$ cat config.mk
export PLATFORM = sky130hd
export DESIGN_NAME = irq_router
export DESIGN_NICKNAME = d
export VERILOG_FILES = /design/src/rtl/irq_router.sv
export SDC_FILE = /design/constraint.sdc
export NUM_CORES = 2
export LEC_CHECK = 0
export ABC_CLOCK_PERIOD_IN_PS = 4750
export BUFFER_PORTS_ARGS = -buffer_cell sky130_fd_sc_hd__buf_2
export CAP_MARGIN = 15
export CORE_AREA = 2 2 467 237
export DETAILED_ROUTE_END_ITERATION = 10
export DIE_AREA = 0 0 469 239
export PLACE_DENSITY_LB_ADDON = 0.12
export SYNTH_ARGS = -nofsm -noshare
export SYNTH_HDL_FRONTEND = slang
export SYNTH_SLANG_ARGS = --single-unit
export TNS_END_PERCENT = 5
$ cat constraint.sdc
create_clock -name clk -period 4.75 [get_ports clk]
set_input_delay 0.7125 -clock clk [delete_from_list [all_inputs] [get_ports clk]]
set_output_delay 0.7125 -clock clk [all_outputs]
set_load 0.005 [all_outputs]
$ cat src/rtl/irq_router.sv
`timescale 1ns/1ps
module irq_router #(
  parameter int NPIN = 16,
  parameter int NCPU = 8,
  parameter int AW   = 12
) (
  input  logic            clk,
  input  logic            rst_n,
  input  logic            bus_en,
  input  logic            bus_wr,
  input  logic            bus_word,
  input  logic [AW-1:0]   bus_addr,
  input  logic [31:0]     bus_wdata,
  output logic [31:0]     bus_rdata,
  input  logic [NPIN-1:0] pin_in,
  input  logic [NCPU-1:0] cpu_active,
  output logic            msg_valid,
  output logic [7:0]      msg_vector,
  output logic [NCPU-1:0] msg_dest,
  input  logic            msg_ready
);
  localparam int PW = (NPIN > 1) ? $clog2(NPIN) : 1;
  localparam int TBL_END = 16 + 2 * NPIN;
  localparam logic [31:0] VER_VAL = (32'(NPIN) << 16) | 32'h11;
  localparam logic [31:0] ENTRY_RST = 32'h0001_0000;

  logic [31:0]     sel_q;
  logic [3:0]      id_q;
  logic [31:0]     lo_q [NPIN];
  logic [31:0]     hi_q [NPIN];
  logic [NPIN-1:0] pin_q, pend_q, fire_q;

  function automatic logic can_go(input logic [31:0] lo);
    return !lo[16] && !lo[11] && (lo[10:8] == 3'b000);
  endfunction

  wire hit_sel = bus_en && bus_word && (bus_addr == AW'(0));
  wire hit_win = bus_en && bus_word && (bus_addr == AW'(16));
  wire [7:0] widx = sel_q[7:0];
  wire in_tbl = (widx >= 8'h10) && (32'(widx) < TBL_END);
  wire [7:0] toff = widx - 8'h10;
  wire [6:0] ent = toff[7:1];
  wire half = toff[0];
  wire [PW-1:0] ent_i = ent[PW-1:0];
  wire tbl_wr = hit_win && bus_wr && in_tbl;
  wire [NPIN-1:0] rise = pin_in & ~pin_q;

  logic [31:0] win_rd;
  always_comb begin
    case (widx)
      8'h00, 8'h02: win_rd = {4'b0, id_q, 24'b0};
      8'h01:        win_rd = VER_VAL;
      default:      win_rd = in_tbl ? (half ? hi_q[ent_i] : lo_q[ent_i]) : 32'b0;
    endcase
  end

  assign bus_rdata = (!bus_en || bus_wr) ? 32'b0 :
                     hit_sel ? sel_q : hit_win ? win_rd : 32'b0;

  always_ff @(posedge clk or negedge rst_n) begin
    if (!rst_n) begin
      sel_q <= '0;
      id_q  <= '0;
    end else begin
      if (hit_sel && bus_wr) sel_q <= bus_wdata;
      if (hit_win && bus_wr && widx == 8'h00) id_q <= bus_wdata[27:24];
    end
  end

  logic [PW-1:0] pick;
  always_comb begin
    pick = '0;
    for (int i = NPIN - 1; i >= 0; i--)
      if (fire_q[i]) pick = PW'(i);
  end

  wire can_load = !msg_valid || msg_ready;
  wire take = can_load && (|fire_q);
  wire [7:0] did = hi_q[pick][31:24];
  wire [NCPU-1:0] dmask = (did == 8'hFF) ? cpu_active :
                          (32'(did) < NCPU) ? (NCPU'(1) << did) : '0;

  always_ff @(posedge clk or negedge rst_n) begin
    if (!rst_n) begin
      for (int i = 0; i < NPIN; i++) begin
        lo_q[i] <= ENTRY_RST;
        hi_q[i] <= ENTRY_RST;
      end
      pin_q  <= '0;
      pend_q <= '0;
      fire_q <= '0;
    end else begin
      pin_q <= pin_in;
      for (int i = 0; i < NPIN; i++) begin
        logic lo_w, unmask, setf;
        lo_w   = tbl_wr && (ent == 7'(i)) && !half;
        unmask = lo_w && pend_q[i] && !bus_wdata[16];
        setf   = (rise[i] && can_go(lo_q[i])) ||
                 (unmask && pin_q[i] && can_go(bus_wdata));
        if (lo_w) lo_q[i] <= bus_wdata;
        if (tbl_wr && (ent == 7'(i)) && half) hi_q[i] <= bus_wdata;
        if (unmask) pend_q[i] <= 1'b0;
        else if (rise[i] && lo_q[i][16] && lo_q[i][15]) pend_q[i] <= 1'b1;
        if (setf) fire_q[i] <= 1'b1;
        else if (take && pick == PW'(i)) fire_q[i] <= 1'b0;
      end
    end
  end

  always_ff @(posedge clk or negedge rst_n) begin
    if (!rst_n) begin
      msg_valid  <= 1'b0;
      msg_vector <= '0;
      msg_dest   <= '0;
    end else if (can_load) begin
      msg_valid <= take && (dmask != '0);
      if (take) begin
        msg_vector <= lo_q[pick][7:0];
        msg_dest   <= dmask;
      end
    end
  end


  msg_stable_chk: assert property (@(posedge clk) disable iff (!rst_n)
    msg_valid && !msg_ready |=> msg_valid && $stable(msg_vector) && $stable(msg_dest));


  dest_nonzero_chk: assert property (@(posedge clk) disable iff (!rst_n)
    msg_valid |-> msg_dest != '0);


  stray_read_zero_chk: assert property (@(posedge clk) disable iff (!rst_n)
    bus_en && !bus_wr && !hit_sel && !hit_win |-> bus_rdata == 32'b0);


  fire_cause_chk: assert property (@(posedge clk) disable iff (!rst_n)
    $rose(|fire_q) |-> $past(|rise) || $past(tbl_wr));

  for (genvar g = 0; g < NPIN; g++) begin : g_chk

    pend_clear_chk: assert property (@(posedge clk) disable iff (!rst_n)
      tbl_wr && !half && ent == 7'(g) && !bus_wdata[16] |=> !pend_q[g]);
  end
endmodule

# Yosys cells after proc, flatten, opt, wreduce, memory -nomap -nowiden
# Cells that the tools add are included.
[totals]
ff_bits = 1125
latchBits = 0
mem_bits_rw = 0
mem_bits_ro = 0
in_bits = 74
out_inout_bits = 49
word_cells = 547
mem_count = 0
[op_classes]
n_addsub = 1
n_mul = 0
div_mod_pow = 0
magnitude_cmp = 5
eq_ne = 34
shift = 1
mux = 100
bitwise_logic = 4
n_reduce_logical = 332
[ops]
columns = ["cell", "n"]
rows = [
  ["$bmux W32 S4", 4],
  ["$mux W32", 11],
  ["$logic_and A1 B1 Y1", 220],
  ["$mux W1", 64],
  ["$mux W4", 16],
  ["$pmux W32 S2", 1],
  ["$reduce_bool A2 Y1", 32],
  ["$eq A7 B4 Y1 const B", 8],
  ["$logic_not A3 Y1", 17],
  ["$logic_not A1 Y1", 37],
  ["$eq A4 B4 Y1 const B", 8],
  ["$mux W8", 4],
  ["$eq A7 B3 Y1 const B", 4],
  ["$logic_or A1 B1 Y1", 18],
  ["$and A16 B16 Y16", 1],
  ["$eq A4 B3 Y1 const B", 4],
  ["$not A16 Y16", 1],
  ["$reduce_or A16 Y1", 1],
  ["$eq A7 B2 Y1 const B", 2],
  ["$eq A12 B5 Y1 const B", 1],
  ["$logic_not A12 Y1", 1],
  ["$ge A5 B5 Y1 const B", 2],
  ["$not A4 Y5", 2],
  ["$eq A4 B2 Y1 const B", 2],
  ["other kinds (16)", 16],
]

# Logic depth before layout (Yosys ltp)
[logic_depth]
ltp_word = 25
depth_mapped = 17
ltp_nobuf = 12

# Worst setup path before layout
# No wires, ideal clock.
[synth_path]
path_kind = "register to output"
start = "register sel_q[1]"
end = "output port bus_rdata[28]"
arrival_ns = 2.967
t_required_ns = 4.038
setup_slack_ns = 1.071
path_stages_with_launch = 11
n_path_buf = 4
path_cell_list = "dfrtp_1 clkbuf_1 buf_1 buf_1 clkbuf_1 mux4_2 mux4_2 mux2i_1 nor2_1 a21oi_1 nor2_1"
[synth_via]
elab_chain_cells = 11
elab_cells_between_ends = 21
[synth_rtl]
columns = ["element", "line_no", "text"]
rows = [
  ["start: declaration", "27", "logic [31:0] sel_q;"],
  ["start signal: assignment", "65", "if (hit_sel && bus_wr) sel_q <= bus_wdata;"],
  ["$sub A8 B5 Y8", "41", "wire [7:0] toff = widx - 8'h10;"],
  ["$not A4 Y5 (implied by the code)", "53", "default: win_rd = in_tbl ? (half ? hi_q[ent_i] : lo_q[ent_i]) : 32'b0;"],
  ["$bmux W32 S4", "53", ""],
  ["$mux W32 (implied by the code) (2 in a row)", "53", ""],
  ["$mux W32 (2 in a row)", "53", ""],
  ["$pmux W32 S2 *", "50", "case (widx)"],
  ["$mux W32 * (2 in a row)", "58", "hit_sel ? sel_q : hit_win ? win_rd : 32'b0;"],
  ["$mux W32 *", "57", "assign bus_rdata = (!bus_en || bus_wr) ? 32'b0 :"],
  ["end: declaration", "14", "output logic [31:0] bus_rdata,"],
]
# Mark *: on every way between the ends. The rest lies on a longest branch, timed or not. The select of a mux whose other input is x is not followed.

# Worst setup path in the final report
[layout_path]
start = "register sel_q[2]"
end = "output port bus_rdata[10]"
# The elaborated chain is that of the path after synthesis.

==> impl_summary.log <==
[metrics] CTS root buffer: sky130_fd_sc_hd__clkbuf_16
[metrics] half-perimeter wire length after placement: 113,000 microns
[metrics] Total Negative Setup Slacks: 0 ns
[metrics] gpl congestion: 0.991
[metrics] startpoint type of the worst setup path: register
[metrics] highest attainable clock frequency: 212 MHz
[metrics] cell-internal power: 15,100 uW
[metrics] ratio of total power to cell area: 336 mW/mm^2
[metrics] max_cap viols: 0
[metrics] fraction of synthesis flops using an asynchronous set or reset pin: 1.00
[metrics] DR WL/cell: 32.6 microns
[metrics] chip width: 469 microns
[metrics] share of total power in the clock network: 0.443
[metrics] TritonCTS clock tree: built
[metrics] Syn Nets: 3,764
[metrics] fill count: 8,715
[metrics] synthesized area divided by synthesized cell count: 14.6 sq um
[metrics] final layout net count: 3,809
[metrics] actual transition at the worst max-transition pin: 1.13 ns
[metrics] antenna violations before repair: 7
[metrics] Starting Density: 0.494
[metrics] wire length of the first global-routing pass: 254,000 microns
[metrics] maximum vdd ir drop: 0.294 mV
[metrics] # rows: 86
[metrics] worst path arrival time: 4.01 ns
[metrics] 1st-iter DRT viols: 3,578
[metrics] number of global-route vias before repair: 35.6k
[metrics] vias per inst: 6.53
[metrics] largest net degree at the start of global routing: 127
[metrics] most frequent standard cell in the layout excluding fill and tap cells: sky130_fd_sc_hd__dfrtp_1
[metrics] grt ovf: 0
[metrics] path type of the worst min-delay path: in2reg
[metrics] number of nets with antenna violations after detailed routing: 0
[metrics] switching power total: 5120 uW
[metrics] total of buffers placed on input and output ports: 122
[metrics] routed vias: 34.4k
[metrics] Cell variety after synth: 77
[metrics] number of synthesized flops with an enable pin: 0
[metrics] final hold viol count: 0
[metrics] layout-stage area growth over the synthesis result: 12.1%
[metrics] overall track demand over capacity in global routing: 0.313
[metrics] proportion of netlist area held by the largest area contributor: 0.509
[metrics] end of the worst register-to-register path: msg_dest[5]$_DFFE_PN0P_
[metrics] register area share after synthesis: 0.525
[metrics] critical path endpoint: bus_rdata[10]
[metrics] 1st-pass router iterations: 7
[metrics] Reg2Reg Depth: 12
[metrics] total CTS buffers: 103
[metrics] buffers from clock root to sink, at most: 3
[metrics] RSZ-0062 raised after global routing: yes
[metrics] Num Clock Sinks: 1,125
[metrics] status: finished, final reports clean
[metrics] start point of the critical path: sel_q[2]$_DFFE_PN0P_
[metrics] final max-slew violation count: 0
[metrics] Max-Slew Margin vs Limit: 0.244
[metrics] total placed instance area: 0.0565 sq mm
[metrics] maximum clock skew at final layout: 0.0183 ns
[metrics] leakage power: 0.0280 uW
[metrics] number of standard cells after synthesis: 3,687
[metrics] final-report setup violation count: 0
[metrics] Syn. warnings: 0
[metrics] data required time at the worst endpoint: 4.04 ns
[metrics] die height: 239 microns
[metrics] leading cell types in the layout, fill and taps excluded: 1,088 x sky130_fd_sc_hd__dfrtp_1, 1,072 x sky130_fd_sc_hd__mux2_2, 320 x sky130_fd_sc_hd__mux4_2
[metrics] clock-pin slew on the worst setup and hold paths: 0.07 ns
[metrics] Synth Cell Area: 0.0537 sq mm
[metrics] Design Area, Final: 0.0602 sq mm
[metrics] DRC violations left: 0
[metrics] post-route fraction of the period consumed by the critical path: 0.995
[metrics] R2R Path Start: fire_q[5]$_DFFE_PN0P_
[metrics] cell taking the most area after synthesis: sky130_fd_sc_hd__dfrtp_1
[metrics] top_reg_cell synth: sky130_fd_sc_hd__dfrtp_1
[metrics] die outline area: 0.112 sq mm
[metrics] placeable core area: 0.109 sq mm
[metrics] Max FO, Critical Path: 31
[metrics] switching fraction of total power: 0.253
[metrics] register bit count reported by yosys: 1,125
[metrics] minimum clock period after layout: 4.73 ns
[metrics] part of the total power dissipated in sequential elements: 0.480
[metrics] clk_lat worst skew: 0.72 ns
[metrics] Setup crit end kind: output pin
[metrics] Total Routed Length: 172,000 microns
[metrics] Combinational Power Share: 0.077
[metrics] io pins: 123
[metrics] synth top area cells: sky130_fd_sc_hd__dfrtp_1 51%, sky130_fd_sc_hd__mux2_2 22%, sky130_fd_sc_hd__mux4_2 13%, sky130_fd_sc_hd__clkbuf_1 1.9%, sky130_fd_sc_hd__dfstp_2 1.6%
[metrics] type of the worst setup path: reg2out
[metrics] overall power of the completed layout: 20,200 uW
[metrics] reg-to-reg slack, setup: 0.48 ns
[metrics] # H-tree levels: 3
[metrics] fraction of final layout cells sized beyond drive strength 1: 0.510
-- power by group through the flow --
stage	Sequential, uW	Combinational [uW]	Clock (uW)
floorplan	9870	721	0
global placement	9890	1500	0
detailed placement	9900	1530	0
CTS	9710	1540	9100
global route	9710	1660	9540
finish	9720	1550	8980
-- worst min path at each step --
stage	cells after the start	slack, ns	startpoint	to
floorplan	0	0.42	rst_n	fire_q[0]$_DFFE_PN0P_
global placement	1	0.47	pend_q[0]$_DFFE_PN0P_	pend_q[0]$_DFFE_PN0P_
detailed placement	1	0.48	pend_q[10]$_DFFE_PN0P_	pend_q[10]$_DFFE_PN0P_
CTS	1	0.02	rst_n	lo_q[186]$_DFFE_PN0P_
global route	1	0.10	pin_in[9]	pin_q[9]$_DFF_PN0_
finish	1	0.12	pin_in[6]	pin_q[6]$_DFF_PN0_
-- metal layers --
metal / vias up / wire, microns / track usage
li1: 13910 / - / -
met1: 18840 / 81200 / 0.495
met2: 1422 / 71100 / 0.426
met3: 236 / 15500 / 0.0816
met4: 6 / 4010 / 0.0767
met5: - / 38 / 0
-- through the flow --
stage / hold WS, ns / setup WS [ns] / utilization / instances
2_1_floorplan: 0.417 / 1.07 / - / 3687
3_3_place_gp: 0.471 / 0.613 / 0.520 / 5077
3_5_place_dp: 0.477 / 0.583 / 0.520 / 5077
4_1_cts: 0.0192 / 0.0152 / 0.553 / 5270
5_1_grt: 0.100 / -0.0320 / 0.554 / 5272
6_report: 0.122 / 0.0236 / 0.554 / 5274
-- layout make-up --
class / count / area, sq um / area share
Inverter: 9 / 33.8 / 0.000561
Sequential cell: 1125 / 28200 / 0.469
Tap cell: 1452 / 1820 / 0.0302
Clock buffer: 141 / 2970 / 0.0494
Timing Repair Buffer: 281 / 2120 / 0.0353
Multi-Input combinational cell: 2212 / 24400 / 0.405
Clock inverter: 51 / 633 / 0.0105
Antenna cell: 3 / 7.51 / 0.000125
-- worst max-delay path: stages, from the launching register on --
cell	delay [ns]
sky130_fd_sc_hd__dfrtp_4	0.67
sky130_fd_sc_hd__buf_4	0.55
sky130_fd_sc_hd__mux4_2	0.42
sky130_fd_sc_hd__mux4_2	0.52
sky130_fd_sc_hd__mux2i_1	0.39
sky130_fd_sc_hd__nor2_1	0.14
sky130_fd_sc_hd__a21oi_1	0.28
sky130_fd_sc_hd__nor2_1	0.08
sky130_fd_sc_hd__buf_2	0.17
-- cell usage after synthesis, types with 25 or more instances --
master	instances
sky130_fd_sc_hd__dfrtp_1	1093
sky130_fd_sc_hd__mux2_2	1072
sky130_fd_sc_hd__mux4_2	320
sky130_fd_sc_hd__clkbuf_1	273
sky130_fd_sc_hd__nand2_1	128
sky130_fd_sc_hd__nor2_1	112
sky130_fd_sc_hd__o21ai_0	82
sky130_fd_sc_hd__nand3_1	72
sky130_fd_sc_hd__buf_1	57
sky130_fd_sc_hd__mux2i_1	57
sky130_fd_sc_hd__a21oi_1	56
sky130_fd_sc_hd__dfstp_2	32
sky130_fd_sc_hd__and2_1	27
sky130_fd_sc_hd__nor3_1	27
sky130_fd_sc_hd__a31oi_1	26
sky130_fd_sc_hd__a211oi_1	25
-- cells by family after synthesis --
logic type	Yosys count	share of synthesized area
DFF	1125	0.525
buffers and inverters	350	0.0251
and+or+nand+nor	476	0.0449
AOI/OAI and AO/OA	284	0.0345
muxes	1449	0.370
adders and majority gates	3	0.000699
-- registers in the layout, summed over array words and instances, names as in the netlist --
name / flops
hi_q: 512
lo_q: 512
sel_q: 32
fire_q: 16
pend_q: 16
pin_q: 16
msg_dest: 8
msg_vector: 8
id_q: 4
msg_valid: 1
-- timing repair --
item / in CTS / in global routing
gates resized for setup: 3 / 5
hold buffers: 0 / 1
buffers inserted: 1 / 0
hold endpoints to repair: 0 / 3
endpoints found under the setup margin: 10 / 7
(Power assumes the default switching activity.)
